$ cat src/rtl/sync_flywheel_pkg.sv
package sync_flywheel_pkg;

  // saturating integrator step: up wins over down, clamps at 0 and at top
  function automatic int step_count(int cur, logic up, logic dn, int top);
    if (up && cur < top) return cur + 1;
    if (dn && cur > 0)   return cur - 1;
    return cur;
  endfunction

  // hysteresis: empty closes, full opens, anything between holds
  function automatic logic next_enable(logic cur_en, int nxt, int top);
    if (nxt == 0)   return 1'b0;
    if (nxt == top) return 1'b1;
    return cur_en;
  endfunction

endpackage

$ cat src/rtl/flywheel_slot_sel.sv
module flywheel_slot_sel #(
  parameter int FRAME_BITS = 16
) (
  input  logic clk,
  input  logic rst_n,
  input  logic en_i,
  input  logic strobe_i,
  input  logic arm_i,
  input  logic match_i,
  output logic hit_o,
  output logic miss_o
);
  localparam int GW = (FRAME_BITS > 2) ? $clog2(FRAME_BITS) : 1;
  localparam logic [GW-1:0] LAST = GW'(FRAME_BITS - 1);

  logic          cand_q;
  logic [GW-1:0] gap_q;
  logic          hunt_slot;
  logic          slot;

  assign hunt_slot = !en_i && cand_q && strobe_i && (gap_q == LAST);
  assign slot      = en_i ? arm_i : hunt_slot;
  assign hit_o     = slot && match_i;
  assign miss_o    = slot && !match_i;

  always_ff @(posedge clk) begin
    if (!rst_n || en_i) begin
      cand_q <= 1'b0;
      gap_q  <= '0;
    end else if (strobe_i) begin
      if (!cand_q) begin
        if (match_i) begin
          cand_q <= 1'b1;
          gap_q  <= '0;
        end
      end else if (gap_q == LAST) begin
        gap_q <= '0;
        if (!match_i) cand_q <= 1'b0;
      end else begin
        gap_q <= gap_q + 1'b1;
      end
    end
  end
endmodule

$ cat src/rtl/flywheel_integrator.sv
module flywheel_integrator
  import sync_flywheel_pkg::*;
#(
  parameter int MAX_HITS = 4,
  localparam int CW = $clog2(MAX_HITS + 1)
) (
  input  logic          clk,
  input  logic          rst_n,
  input  logic          hit_i,
  input  logic          miss_i,
  output logic [CW-1:0] cnt_o,
  output logic          en_o,
  output logic          en_next_o
);
  logic [CW-1:0] cnt_q, cnt_d;
  logic          en_q;

  assign cnt_d     = CW'(step_count(int'(cnt_q), hit_i, miss_i, MAX_HITS));
  assign en_next_o = next_enable(en_q, int'(cnt_d), MAX_HITS);
  assign cnt_o     = cnt_q;
  assign en_o      = en_q;

  always_ff @(posedge clk) begin
    if (!rst_n) begin
      cnt_q <= '0;
      en_q  <= 1'b0;
    end else begin
      cnt_q <= cnt_d;
      en_q  <= en_next_o;
    end
  end
endmodule

$ cat src/rtl/sync_flywheel.sv
module sync_flywheel #(
  parameter int MAX_HITS   = 4,
  parameter int FRAME_BITS = 16
) (
  input  logic                          clk,
  input  logic                          rst_n,
  input  logic                          bit_strobe_i,
  input  logic                          eoc_arm_i,
  input  logic                          marker_hit_i,
  output logic                          chain_start_o,
  output logic                          sync_en_o,
  output logic [$clog2(MAX_HITS+1)-1:0] lock_cnt_o
);
  // named internal events, visible to the bound checker
  logic slot_hit;
  logic slot_miss;
  logic en_next;

  flywheel_slot_sel #(.FRAME_BITS(FRAME_BITS)) u_slot (
    .clk      (clk),
    .rst_n    (rst_n),
    .en_i     (sync_en_o),
    .strobe_i (bit_strobe_i),
    .arm_i    (eoc_arm_i),
    .match_i  (marker_hit_i),
    .hit_o    (slot_hit),
    .miss_o   (slot_miss)
  );

  flywheel_integrator #(.MAX_HITS(MAX_HITS)) u_integ (
    .clk       (clk),
    .rst_n     (rst_n),
    .hit_i     (slot_hit),
    .miss_i    (slot_miss),
    .cnt_o     (lock_cnt_o),
    .en_o      (sync_en_o),
    .en_next_o (en_next)
  );

  // a hit passes when the gate is open after this edge (covers the refill hit)
  assign chain_start_o = slot_hit && en_next;
endmodule

$ cat config.mk
export PLATFORM = sky130hd
export DESIGN_NAME = sync_flywheel
export DESIGN_NICKNAME = d
export VERILOG_FILES = /design/src/rtl/sync_flywheel_pkg.sv /design/src/rtl/flywheel_slot_sel.sv /design/src/rtl/flywheel_integrator.sv /design/src/rtl/sync_flywheel.sv
export SDC_FILE = /design/constraint.sdc
export NUM_CORES = 1
export LEC_CHECK = 0
export BUFFER_PORTS_ARGS = -buffer_cell sky130_fd_sc_hd__buf_2
export CORE_AREA = 2 2 39 41
export DETAILED_ROUTE_END_ITERATION = 8
export DIE_AREA = 0 0 41 43
export GPL_TIMING_DRIVEN = 1
export PLACE_DENSITY = 0.72
export SLEW_MARGIN = 20
export SYNTH_ARGS = -nofsm -noshare
export SYNTH_HDL_FRONTEND = slang
export SYNTH_SLANG_ARGS = --single-unit
export TNS_END_PERCENT = 20
$ cat constraint.sdc
create_clock -name clk -period 1.6 [get_ports clk]
set_input_delay 0 -clock clk [delete_from_list [all_inputs] [get_ports clk]]
set_output_delay 0 -clock clk [all_outputs]
set_load 0.01 [all_outputs]
# Yosys cells after proc, flatten, opt, wreduce, memory -nomap -nowiden
# Index checks and enable logic that the tools add are counted.
[op_classes]
div_mod_pow = 0
magnitude_cmp = 2
add_sub_neg = 3
reduce_logical = 15
n_mul = 0
eq_ne = 2
mux = 21
shifts = 0
n_bitwise = 0
[ops]
columns = ["operator", "n"]
rows = [
  ["$mux W1", 14],
  ["$mux W3", 4],
  ["$mux W4", 3],
  ["$logic_and A1 B1 Y1", 8],
  ["$add A4 B1 Y4 const B", 1],
  ["$eq A4 B4 Y1 const B", 1],
  ["$add A3 B1 Y3 const B", 1],
  ["$eq A3 B3 Y1 const B", 1],
  ["$gt A3 B1 Y1 const B", 1],
  ["$logic_not A1 Y1", 3],
  ["$logic_not A3 Y1", 1],
  ["$lt A3 B3 Y1 const B", 1],
  ["$sub A3 B1 Y3 const B", 1],
  ["$reduce_and A2 Y1", 1],
  ["$reduce_bool A2 Y1", 1],
  ["$logic_or A1 B1 Y1", 1],
]
[word_totals]
output_inout_bits = 5
latchBits = 0
reg_bits = 9
ramBits = 0
word_cells = 47
mem_bits_ro = 0
memories = 0
input_bits = 5

# Longest topological paths before layout
[depth]
depth_word = 17
ltp_mapped = 7
ltp_nobuf = 7

# Cells and area by module
# A second synthesis with hierarchy kept.
[hier_totals]
hier_cells = 65
hier_area_um2 = 585.6
[by_module_without_submodules]
columns = ["module", "n_inst", "cells_each", "seq_area_each_um2", "area_per_inst_um2"]
rows = [
  ["flywheel_integrator", 1, 32, 80.1, 319.1],
  ["flywheel_slot_sel", 1, 32, 100.1, 260.2],
  ["sync_flywheel", 1, 1, 0.0, 6.3],
]

# Worst setup path before layout
# No wires, ideal clock.
[synth_path]
kind = "flip-flop to flip-flop"
startpoint = "reg u_integ.cnt_q[0] (netlist: u_integ.cnt_o[0])"
endpoint = "reg u_integ.en_q (netlist: u_integ.en_o)"
setup_time_ps = 133
arrival_time_ps = 1641
required_ps = 1467
synth_period_minus_slack_ps = 1773
path_stages_with_launch = 8
setup_slack_ps = -173
n_path_buf = 0
cell_sequence = "dfxtp_1 inv_1 ha_1 nor2b_2 nor3b_1 o211ai_2 a222oi_1 nor3b_1"
[synth_via]
elab_chain_cells = 11
word_cells_on_any_way = 21
classes_between = "add/sub (2); order compare (2); eq/ne (1); mux (13); reduce/logical (3)"
[synth_lines]
columns = ["element", "line_no", "source"]
rows = [
  ["start: declaration", "flywheel_integrator.sv:15", "logic [CW-1:0] cnt_q, cnt_d;"],
  ["start signal: assignment", "flywheel_integrator.sv:28", "cnt_q <= cnt_d;"],
  ["$lt A3 B3 Y1 / $gt A3 B1 Y1 (equally long branches)", "sync_flywheel_pkg.sv:5, sync_flywheel_pkg.sv:6", ""],
  ["$logic_and A1 B1 Y1 (on tied branches)", "sync_flywheel_pkg.sv:5, sync_flywheel_pkg.sv:6", ""],
  ["$mux W3 / $mux W1 (equally long branches)", "sync_flywheel_pkg.sv:5, sync_flywheel_pkg.sv:6", ""],
  ["$mux W3 / $mux W1 (equally long branches)", "sync_flywheel_pkg.sv:6", "if (dn && cur > 0) return cur - 1;"],
  ["$mux W3", "sync_flywheel_pkg.sv:7", "return cur;"],
  ["$mux W3 *", "sync_flywheel_pkg.sv:6", ""],
  ["$eq A3 B3 Y1", "sync_flywheel_pkg.sv:13", "if (nxt == top) return 1'b1;"],
  ["$mux W1 (2 in series)", "sync_flywheel_pkg.sv:13", ""],
  ["$mux W1", "sync_flywheel_pkg.sv:14", "return cur_en;"],
  ["$mux W1 *", "sync_flywheel_pkg.sv:13", ""],
  ["end signal: assignment", "flywheel_integrator.sv:29", "en_q <= en_next_o;"],
  ["end: declaration", "flywheel_integrator.sv:16", "logic en_q;"],
]
# Every way passes the cells marked *; elsewhere a longest branch is shown, timed or not. The select of a mux whose other input is x is not followed.
# A chain may end at the register's enable or synchronous reset.

# Final worst setup path
[layout_path]
startpoint = "reg u_integ.cnt_q[0] (netlist: u_integ.cnt_o[0])"
endpoint = "out chain_start_o"
[layout_via]
elab_chain_cells = 12
word_cells_on_any_way = 22
classes_between = "add/sub (2); order compare (2); eq/ne (1); mux (13); reduce/logical (4)"
[layout_lines]
columns = ["element", "line_no", "source"]
rows = [
  ["$lt A3 B3 Y1 / $gt A3 B1 Y1 (equally long branches)", "sync_flywheel_pkg.sv:5, sync_flywheel_pkg.sv:6", ""],
  ["$logic_and A1 B1 Y1 (on tied branches)", "sync_flywheel_pkg.sv:5, sync_flywheel_pkg.sv:6", ""],
  ["$mux W3 / $mux W1 (equally long branches)", "sync_flywheel_pkg.sv:5, sync_flywheel_pkg.sv:6", ""],
  ["$mux W3 / $mux W1 (equally long branches)", "sync_flywheel_pkg.sv:6", ""],
  ["$mux W3", "sync_flywheel_pkg.sv:7", ""],
  ["$mux W3 *", "sync_flywheel_pkg.sv:6", ""],
  ["$eq A3 B3 Y1", "sync_flywheel_pkg.sv:13", ""],
  ["$mux W1 (2 in series)", "sync_flywheel_pkg.sv:13", ""],
  ["$mux W1", "sync_flywheel_pkg.sv:14", ""],
  ["$mux W1 *", "sync_flywheel_pkg.sv:13", ""],
  ["$logic_and A1 B1 Y1 *", "sync_flywheel.sv:41", "assign chain_start_o = slot_hit && en_next;"],
  ["end: declaration", "sync_flywheel.sv:10", "output logic chain_start_o,"],
]
# Marks and branches as above.

==> results_tabular.tex <==
\begin{tabular}{lr}
\hline
Metric & Value \\
\hline
\multicolumn{2}{l}{\textbf{Outcome}} \\
Result of the run & finished, violations left \\
Violated checks & negative setup slack \\
\multicolumn{2}{l}{\textbf{Die}} \\
Die span in y & $\sim$43 um \\
Starting utilization of the core area & 0.408 \\
Total die area & around 1800 sq um \\
Standard-cell row count & 14 \\
Io pins & 10 \\
Die extent in x & approximately 41 um \\
Core Footprint & between 1000 and 1500 sq um \\
\multicolumn{2}{l}{\textbf{Clock network}} \\
H-tree lvl count & 1 \\
Max Buffers Root-to-Sink & 2 \\
CTS tree & done \\
Number of buffers inserted during clock tree synthesis & 3 \\
Worst-Skew Late Latency & around 0.27 ns \\
Clk root buf & clkbuf\_4 \\
CTS sink count & 9 \\
Clk slew on worst S/H paths & around 0.070 ns \\
\multicolumn{2}{l}{\textbf{Place}} \\
Buffers on Ports & 9 \\
Worst setup timing slack at the placement stage & -0.0793 ns \\
Detail Placement HPWL & $\sim$950 um \\
Final weighted congestion in routability-driven placement & roughly 0.75 \\
Placed Instance Area & $\sim$740 sq um \\
\multicolumn{2}{l}{\textbf{STA}} \\
Worst slew margin relative to its limit & 0.700 \\
Final max-slew violation count & 0 \\
Worst Max-Slew Pin Slew & around 0.45 ns \\
Final worst path period share & 1.22 \\
Maximum clock rate & $\sim$0.5 GHz \\
Final Worst Setup Slack & -0.348 ns \\
Min Tclk post-route & 1.95 ns \\
RSZ-0062 raised after global routing & true \\
Count of endpoints failing setup in the final report & 2 \\
Smallest hold slack & 0.113 ns \\
Final-report hold violation count & 0 \\
Fin Setup TNS & -0.410 ns \\
Final Skew & 0.00216 ns \\
\multicolumn{2}{l}{\textbf{Critical path}} \\
Crit. Startpoint & u\_integ.cnt\_o[0] \\
WP buf/inv & 2 \\
Family of cells with the greatest summed delay on the critical path & compound AO/OA/AOI/OAI gates \\
Critical Path, Cell by Cell & inv\_4 -> ha\_4 -> nor2b\_4 -> mux2i\_2 -> a211o\_2 -> a222oi\_1 -> nor3\_1 -> buf\_2 \\
Critical path endpoint category & output port \\
Crit-path max cell delay & between 0.3 and 0.4 ns \\
Startpoint of the worst-slack reg-to-reg timing path & u\_integ.cnt\_o[0] \\
Critical-path top delay cell & a222oi\_1 \\
Category of the critical setup timing path & reg -> out \\
Worst EP required & 1.60 ns \\
Critical path fanouts, max & 2 \\
Arrival @ worst endpoint & between 1.5 and 2 ns \\
Critical path startpoint category & register \\
\multicolumn{2}{l}{\textbf{Drt}} \\
Highest routed metal layer & met4 \\
Number of iterations in the first detailed-routing pass & 4 \\
Number of violations reported at the end of detailed-routing iteration 0 & 8 \\
Post-route ant nets & 0 \\
Met3 wire len & 51 um \\
Via density per instance & 5.44 \\
Routed met1 length & $\sim$520 um \\
Total DRC errors in the routed layout & 0 \\
Sum of routed wire length over all layers & 1.26 mm \\
Vias after detailed routing & about 590 \\
Mean routed wirelength per cell & 11.6 um \\
Wire length on met2 & about 650 um \\
\multicolumn{2}{l}{\textbf{Yosys}} \\
Share of synthesized flip-flops with an asynchronous set or reset & 0 \\
Share of the yosys chip area belonging to registers & 0.319 \\
Syn. warnings & 0 \\
Dominant cells by area after synthesis & dfxtp\_1 (32\%), ha\_1 (8.9\%), a22oi\_1 (8.0\%) \\
Fraction of synthesized cell area taken by the top area cell type & 0.319 \\
Cell count after synthesis & between 60 and 70 \\
Cell type with the largest total area after synthesis & dfxtp\_1 \\
Post-synth top flop & dfxtp\_1 \\
Netlist cell types & 28 \\
Synthesized Nets & 75 \\
Synthesized area & about 560 sq um \\
Number of register bits inferred by synthesis & 9 \\
Mapped Avg Cell Area & 8.55 sq um \\
Number of enable-type register cells in the synthesized netlist & 0 \\
\multicolumn{2}{l}{\textbf{Pwr}} \\
Power share of the sequential group & 0.501 \\
Power dissipated by switching net loads & 118 uW \\
Clock share of power & 0.408 \\
Switch share & 0.259 \\
P per Cell Area & approximately 560 nW/um\^{}2 \\
Combinational share of power & 0.091 \\
Worst-case vdd ir drop & approximately 0.37 mV \\
Internal power & $\sim$340 uW \\
Leakage Power & roughly 0.00035 uW \\
\multicolumn{2}{l}{\textbf{GRT}} \\
Antenna violations before repair & 0 \\
Maximum number of pins on one net before global-route repair & 12 \\
Aggregate global-route resource usage & 0.182 \\
GRT overflow & 0 \\
Wire length of the first global-routing pass & between 2 and 2.5 mm \\
Via count of the first global-routing pass & between 500 and 600 \\
\multicolumn{2}{l}{\textbf{Final layout}} \\
Share of post-route cells with drive strength above 1 & 0.424 \\
Number of nets in the layout & between 100 and 150 \\
Finished layout cell area & 816 sq um \\
Most used cells in the layout excluding fill and tap cells & buf\_4 (13), buf\_2 (9), nor2\_1 (8) \\
Commonest non-fill, non-tap cell in the layout & buf\_4 \\
Number of antenna diodes & 0 \\
Post-synthesis to final-layout area growth & 44.6\% \\
\multicolumn{2}{l}{\textbf{Worst hold path}} \\
Class of the worst hold path & in -> reg \\
Start point of the worst hold path & bit\_strobe\_i \\
\multicolumn{2}{l}{\textbf{Run}} \\
Max-capacitance violation count & 0 \\
\hline
\end{tabular}
cell usage after synthesis, drive strengths merged (2+ instances only):
master and count:
a22oi 6, nand4 2, a21oi 2, inv 3
ha 4, nor2b 3, nor2 8, o21ai 6
dfxtp 9, nor3b 3, nand2 5, nand2b 2
worst reg2reg max path, delay by kind of cell, from the launching register on:
family	cells	cell delay (ns)
compound gates	2	0.68
flops	1	0.35
simple gates	2	0.23
fa+ha+maj	1	0.13
mux	1	0.08
buf+inv	1	0.06
registers in the layout, summed over array words and instances, names as in the netlist:
signal         cells
u_integ.cnt_o      3
u_integ.en_o       1
u_slot.cand_q      1
u_slot.gap_q       4
layout make-up:
| type | count | area, sq um |
|---|---|---|
| fillers | 126 | 568 |
| multi-input cells | 53 | 417 |
| inverters | 3 | 13.8 |
| flip-flops and latches | 9 | 185 |
| clock inverters | 1 | 5.00 |
| clock buffers | 3 | 22.5 |
| repair buffers | 23 | 153 |
| well taps | 16 | 20.0 |
logic make-up after synthesis:
family          after synthesis  share of synthesized area
compound gates               18                      0.244
xor+xnor                      1                     0.0155
fa+ha+maj                     4                     0.0887
buf+inv                       4                     0.0266
flops                         9                      0.319
mux                           1                     0.0177
simple gates                 29                      0.288
path summary, 6_finish.rpt:
kind | endpoint | slack, ns | cells past startpoint
min reg2reg | u_slot.cand_q | 0.62 | 3
min | u_slot.cand_q | 0.11 | 3
max reg2reg | u_integ.en_o | -0.06 | 7
max | chain_start_o | -0.35 | 8
routing by layer:
metal,vias up,global-route usage
met1,270,0.231
li1,294,-
met5,-,0
met3,4,0.0157
met4,0,0.100
met2,19,0.288
repair_timing:
action / CTS / global route
setup buffers: 2 / 0
hold buffers: 1 / 0
resized for setup: 1 / 2
pin swaps: 2 / 0
cloned: 0 / 0
endpoints found under the hold margin: 1 / 0
setup endpoints to repair: 2 / 3
power groups by stage:
| stage | clock, uW | sequential, uW | combinational [uW] |
|---|---|---|---|
| floorplan | 0 | 234 | 17.0 |
| global placement | 0 | 232 | 34.8 |
| detailed placement | 0 | 232 | 35.7 |
| CTS | 187 | 227 | 39.7 |
| global route | 200 | 228 | 45.8 |
| finish | 185 | 227 | 41.2 |
per-stage QoR:
| step | std cells | power, uW | util |
|---|---|---|---|
| 2_1_floorplan | 66 | 251 | - |
| 3_3_place_gp | 101 | 267 | 0.535 |
| 3_5_place_dp | 101 | 268 | 0.535 |
| 4_1_cts | 108 | 453 | 0.580 |
| 5_1_grt | 108 | 474 | 0.590 |
| 6_report | 108 | 454 | 0.590 |
Note: power is estimated with default switching activity, not from simulation.
